--- config.mk ---
export PLATFORM = sky130hd
export DESIGN_NAME = wpc_top
export DESIGN_NICKNAME = d
export VERILOG_FILES = /design/src/rtl/wpc_pkg.sv /design/src/rtl/wpc_zone_check.sv /design/src/rtl/wpc_gatekeeper.sv /design/src/rtl/wpc_top.sv
export SDC_FILE = /design/constraint.sdc
export NUM_CORES = 1
export LEC_CHECK = 0
export BUFFER_PORTS_ARGS = -buffer_cell sky130_fd_sc_hd__buf_2
export CAP_MARGIN = 25
export CORE_MARGIN = 2
export CORE_UTILIZATION = 49
export DETAILED_ROUTE_END_ITERATION = 16
export HOLD_SLACK_MARGIN = 0.02
export PLACE_DENSITY = 0.94
export SLEW_MARGIN = 20
export SYNTH_ARGS = -nofsm -noshare
export SYNTH_HDL_FRONTEND = slang
export SYNTH_SLANG_ARGS = --single-unit
export TNS_END_PERCENT = 5
--- constraint.sdc ---
create_clock -name clk -period 6.2 [get_ports clk]
set_input_delay 1.24 -clock clk [delete_from_list [all_inputs] [get_ports clk]]
set_output_delay 1.24 -clock clk [all_outputs]
set_load 0.1 [all_outputs]
--- src/rtl/wpc_pkg.sv ---
package wpc_pkg;
  typedef enum logic [3:0] {
    OP_IDENT   = 4'd0,
    OP_WEN     = 4'd1,
    OP_WDIS    = 4'd2,
    OP_STRD    = 4'd3,
    OP_STWR    = 4'd4,
    OP_ARD     = 4'd5,
    OP_PROG    = 4'd6,
    OP_ERS_SEC = 4'd7,
    OP_ERS_BLK = 4'd8,
    OP_ERS_ALL = 4'd9,
    OP_SLEEP   = 4'd10,
    OP_WAKE    = 4'd11,
    OP_SIG     = 4'd12,
    OP_SEC_IN  = 4'd13,
    OP_SEC_OUT = 4'd14,
    OP_SEC_LCK = 4'd15
  } wpc_op_e;

  typedef struct packed {
    logic       wel;
    logic       wip;
    logic [3:0] bp;
    logic       srwd;
    logic       dpd;
    logic       sec_mode;
    logic       sec_lock;
  } wpc_state_t;

  typedef struct packed {
    logic grant;
    logic set_wel;
    logic clr_wel;
    logic set_wip;
    logic wr_stat;
    logic set_dpd;
    logic clr_dpd;
    logic set_sec;
    logic clr_sec;
    logic set_lock;
    logic to_otp;
  } wpc_effect_t;
endpackage

--- src/rtl/wpc_zone_check.sv ---
module wpc_zone_check #(
  parameter int ADDR_W   = 24,
  parameter int BLOCK_W  = 16,
  parameter bit FROM_TOP = 1'b1
) (
  input  logic [ADDR_W-1:0] addr,
  input  logic [3:0]        code,
  output logic              hit
);
  localparam int IDX_W = ADDR_W - BLOCK_W;
  localparam int CW    = IDX_W + 1;
  localparam int NBLK  = 1 << IDX_W;

  logic [CW-1:0] idx;
  logic [CW-1:0] count;
  int            sh;

  assign idx = {1'b0, addr[ADDR_W-1:BLOCK_W]};

  always_comb begin
    sh = int'(code) - 1;
    if (code == 4'd0) begin
      count = '0;
    end else if (sh >= IDX_W) begin
      count = CW'(NBLK);
    end else begin
      count = CW'(32'd1 << sh);
    end
  end

  generate
    if (FROM_TOP) begin : g_top
      assign hit = (count != '0) && (idx >= (CW'(NBLK) - count));
    end else begin : g_bottom
      assign hit = (count != '0) && (idx < count);
    end
  endgenerate
endmodule

--- src/rtl/wpc_gatekeeper.sv ---
module wpc_gatekeeper
  import wpc_pkg::*;
(
  input  logic [3:0]  op,
  input  logic        aligned,
  input  logic        wp_n,
  input  logic        zone_hit,
  input  wpc_state_t  st,
  output wpc_effect_t eff
);
  logic is_read, needs_wel, is_modify, is_erase, frozen, refuse;

  always_comb begin
    is_read   = (op == OP_IDENT) || (op == OP_STRD) || (op == OP_ARD) || (op == OP_SIG);
    is_erase  = (op == OP_ERS_SEC) || (op == OP_ERS_BLK) || (op == OP_ERS_ALL);
    needs_wel = (op == OP_STWR) || (op == OP_PROG) || is_erase;
    is_modify = needs_wel || (op == OP_SLEEP) || (op == OP_SEC_LCK);
    frozen    = !wp_n && st.srwd;

    refuse = 1'b0;
    if (st.dpd && (op != OP_WAKE) && (op != OP_SIG)) refuse = 1'b1;
    if (!is_read && !aligned)                        refuse = 1'b1;
    if (st.wip && is_modify)                         refuse = 1'b1;
    if (needs_wel && !st.wel)                        refuse = 1'b1;
    if ((op == OP_STWR) && frozen)                   refuse = 1'b1;
    if ((op == OP_PROG) && st.sec_mode && st.sec_lock) refuse = 1'b1;
    if ((op == OP_PROG) && !st.sec_mode && zone_hit) refuse = 1'b1;
    if (is_erase && st.sec_mode)                     refuse = 1'b1;
    if (((op == OP_ERS_SEC) || (op == OP_ERS_BLK)) && zone_hit) refuse = 1'b1;
    if ((op == OP_ERS_ALL) && (st.bp != 4'd0))       refuse = 1'b1;

    eff          = '0;
    eff.grant    = !refuse;
    if (!refuse) begin
      eff.set_wel  = (op == OP_WEN);
      eff.clr_wel  = (op == OP_WDIS) || needs_wel;
      eff.set_wip  = (op == OP_PROG) || is_erase;
      eff.wr_stat  = (op == OP_STWR);
      eff.set_dpd  = (op == OP_SLEEP);
      eff.clr_dpd  = (op == OP_WAKE);
      eff.set_sec  = (op == OP_SEC_IN);
      eff.clr_sec  = (op == OP_SEC_OUT);
      eff.set_lock = (op == OP_SEC_LCK);
      eff.to_otp   = (op == OP_PROG) && st.sec_mode;
    end
  end
endmodule

--- src/rtl/wpc_top.sv ---
module wpc_top
  import wpc_pkg::*;
#(
  parameter int ADDR_W   = 24,
  parameter int BLOCK_W  = 16,
  parameter bit FROM_TOP = 1'b1
) (
  input  logic              clk,
  input  logic              rst_n,
  input  logic              cmd_valid,
  input  logic [3:0]        cmd_op,
  input  logic [ADDR_W-1:0] cmd_addr,
  input  logic [7:0]        cmd_wdata,
  input  logic              cmd_aligned,
  input  logic              wp_n,
  input  logic              op_done,
  output logic              cmd_grant,
  output logic              cmd_deny,
  output logic              grant_to_otp,
  output logic [7:0]        status_reg,
  output logic              deep_sleep,
  output logic              otp_mode,
  output logic              otp_locked
);
  wpc_state_t  st_q, st_d;
  wpc_effect_t eff;
  logic        zone_hit;
  logic        grant_q, deny_q, otp_q;
  logic        grant_d, deny_d, otp_d;

  wpc_zone_check #(
    .ADDR_W  (ADDR_W),
    .BLOCK_W (BLOCK_W),
    .FROM_TOP(FROM_TOP)
  ) u_zone (
    .addr(cmd_addr),
    .code(st_q.bp),
    .hit (zone_hit)
  );

  wpc_gatekeeper u_gate (
    .op      (cmd_op),
    .aligned (cmd_aligned),
    .wp_n    (wp_n),
    .zone_hit(zone_hit),
    .st      (st_q),
    .eff     (eff)
  );

  always_comb begin
    st_d    = st_q;
    grant_d = 1'b0;
    deny_d  = 1'b0;
    otp_d   = 1'b0;
    if (op_done) st_d.wip = 1'b0;
    if (cmd_valid) begin
      grant_d = eff.grant;
      deny_d  = !eff.grant;
      otp_d   = eff.to_otp;
      if (eff.set_wel)  st_d.wel      = 1'b1;
      if (eff.clr_wel)  st_d.wel      = 1'b0;
      if (eff.set_wip)  st_d.wip      = 1'b1;
      if (eff.set_dpd)  st_d.dpd      = 1'b1;
      if (eff.clr_dpd)  st_d.dpd      = 1'b0;
      if (eff.set_sec)  st_d.sec_mode = 1'b1;
      if (eff.clr_sec)  st_d.sec_mode = 1'b0;
      if (eff.set_lock) st_d.sec_lock = 1'b1;
      if (eff.wr_stat) begin
        st_d.srwd = cmd_wdata[7];
        st_d.bp   = cmd_wdata[5:2];
      end
    end
  end

  always_ff @(posedge clk or negedge rst_n) begin
    if (!rst_n) begin
      st_q    <= '0;
      grant_q <= 1'b0;
      deny_q  <= 1'b0;
      otp_q   <= 1'b0;
    end else begin
      st_q    <= st_d;
      grant_q <= grant_d;
      deny_q  <= deny_d;
      otp_q   <= otp_d;
    end
  end

  assign cmd_grant    = grant_q;
  assign cmd_deny     = deny_q;
  assign grant_to_otp = otp_q;
  assign status_reg   = {st_q.srwd, 1'b0, st_q.bp, st_q.wel, st_q.wip};
  assign deep_sleep   = st_q.dpd;
  assign otp_mode     = st_q.sec_mode;
  assign otp_locked   = st_q.sec_lock;
endmodule

==> reports/metrics.csv <==
metric,value,unit
min_path_type,reg2reg,
netlist_area,1260,µm²
wire_per_inst,13.1,µm
critical_path_arrival,4.39,ns
synth_edf_count,0,
drtIter0Drc,22,
pin_count,56,
cts_max_level,1,
postCtsSetupBuffers,0,
cts_root_buffer,clkbuf_4,
synth_cell_types,47,
finClkSkew,0.00187,ns
crit_chain,"inv_1, ha_1, o21bai_1, nor2_1, a21oi_1, o22ai_1, inv_1, nor3_1, inv_1, ha_1, a21oi_1, nor2_1, ha_1, a21o_1, a21oi_1, o221ai_1, o2111ai_1, nand2_1, a221o_1",
yosysWarningCount,0,
gp_congestion,0.935,
powerDensity,246,nW/µm²
ctsHoldBuffers,0,
hpwl,2100,µm
drive_gt1_share,30.1,%
cp.required,6.37,ns
min_period_over_period,68.1,%
antennaDiodeCount,0,
clkLatencyLatePin,0.28,ns
fin_tns_setup,0,ns
fmax,0.237,GHz
die_area,2990,µm²
whs,0.509,ns
ys_ff_latch,13,
grtUsageTotal,19.6,%
synthCells,145,
cts_tree,yes,
area_growth,14.8,%
crit_path_start_kind,flop,
crit_type,reg2reg,
post_synth.cell_area_avg,8.69,µm²
yosys.area.top_type,dfrtp_1,
largest_register_ffs,7,
core,2450,µm²
row_count,18,
path_buf_inv,3,
vias_per_cell,5.59,
period_minus_slack,4.22,ns
crit_family,compound AO/OA/AOI/OAI gates,
ant_nets,0,
cpPeakStageDelay,0.49,ns
worstPathMaxFanout,10,
leakage,0.727,nW
finalWirelength,2710,µm
clockBufferDepth,2,
cts.clk_slew.worst_paths,0.08,ns
globalRouteOverflowTotal,0,
syn_nets,198,
synth_top_area_share,25.8,%
outcome,"complete, no violations",
setup_viol,0,
cp-end-kind,flop,
vias,1151,
slew_violations,0,
ys_top_cells_by_area,"dfrtp_1 26%, ha_1 11%, mux2_4 6.0%",
layout.nets,230,
cts_buffers,3,
ys_seq_area_share,25.8,%
critPathSlowestCell,dfrtp_1,
worst_slew_pin_slew,0.647,ns
grt_pass1_wl,4290,µm
grt_max_degree,14,
cts_sinks,13,
grt_setup_unrepaired,false,
max-vdd-ir-drop,0.000160,V
drc,0,
antenna_found_initial,0,
synth-async-reset-ratio,100,%
cts-resized-gates,0,
die_w,54.7,µm
slew_headroom,56.8,%
grt_pass1_vias,1053,
hold_viol,0,
die-height,54.7,µm
maxCapViolCount,0,
start_util,51.3,%
portBuffers,35,
drtPass1Iterations,5,
ys.flop_type,dfrtp_1,
## synth_stat cells, drive strengths merged, types with 2 or more instances
cell	number
or2	2
nand2b	3
nor2b	4
nand3	4
dfrtp	13
buf	5
nor3b	2
mux2i	2
mux2	5
nand2	6
clkbuf	3
or3	2
o22ai	5
inv	17
a31o	2
nor2	12
ha	11
nand4	2
a211oi	2
nor4	3
a21oi	7
nor3	5
o21ai	6
a22o	2
## cells in the final DEF, fill, tap and decap left out, drive strengths merged, types with 2 or more instances in the layout
cell	n
or3	2
nor3	5
or2	2
nand2	6
mux2	5
nor2	12
clkbuf	4
nor4	3
dfrtp	13
mux2i	2
o21ai	6
nand4	2
ha	11
a211oi	2
nor3b	2
a31o	2
inv	17
nand2b	3
nand3	4
a22o	2
buf	35
o22ai	5
nor2b	4
a21oi	7
## path summary, 6_finish.rpt
path                                            from                   endpoint  slack [ns]  cells past startpoint
hold / removal                otp_locked$_DFFE_PN0P_     otp_locked$_DFFE_PN0P_        0.51                      1
setup / recovery           status_reg[2]$_DFFE_PN0P_  status_reg[1]$_DFFE_PN0P_        1.98                     19
setup reg to reg           status_reg[2]$_DFFE_PN0P_  status_reg[1]$_DFFE_PN0P_        1.98                     19
max in group asynchronous                      rst_n  status_reg[1]$_DFFE_PN0P_        5.15                      1
hold reg to reg               otp_locked$_DFFE_PN0P_     otp_locked$_DFFE_PN0P_        0.51                      1
min in group asynchronous                      rst_n     deep_sleep$_DFFE_PN0P_        0.83                      1
## where the power goes
part           internal, mW  switching, mW  total, mW
logic                0.0626          0.136      0.198
clock network        0.0250         0.0281     0.0531
registers            0.0934         0.0116      0.105
total                 0.181          0.175      0.356
## per-layer routing
| layer | part of all wire, % | up-vias | GRT usage [%] |
|---|---|---|---|
| met5 | 0 | - | 0 |
| met4 | 0.89 | 0 | 5.42 |
| met3 | 4.9 | 3 | 3.28 |
| met2 | 49 | 37 | 34.9 |
| met1 | 46 | 522 | 24.1 |
| li1 | - | 589 | - |
## per-stage QoR
stage          util (%)  instances  setup WS, ns  total power [mW]  cell area, µm²
2_1_floorplan         -        145          1.73             0.267            1260
3_3_place_gp       57.8        202          2.18             0.298            1420
3_5_place_dp       57.8        202          2.04             0.303            1420
4_1_cts            58.9        206          2.03             0.356            1450
5_1_grt            58.9        206          1.65             0.378            1450
6_report           58.9        206          1.98             0.356            1450
## final cells by class
cell class / instances / area [µm²]
fill: 228 / 1010
multi-input combinational: 107 / 818
sequential: 13 / 325
timing repair buffer: 35 / 175
inverter: 17 / 63.8
tap: 30 / 37.5
clock buffer: 4 / 26.3
## cells by family (layout without fill, tap and decap cells)
group / count (synthesis) / after routing / synth area share (%)
other: 1 / 1 / 0.298
adders and majority gates: 12 / 12 / 11.7
DFF: 13 / 13 / 25.8
AOI/OAI and AO/OA: 34 / 34 / 18.7
xor gates and xnor gates: 2 / 2 / 1.39
buffers and inverters: 25 / 56 / 9.24
and+or+nand+nor: 51 / 51 / 25.3
muxes: 7 / 7 / 7.55
Power figures use the tool's default switching activity.
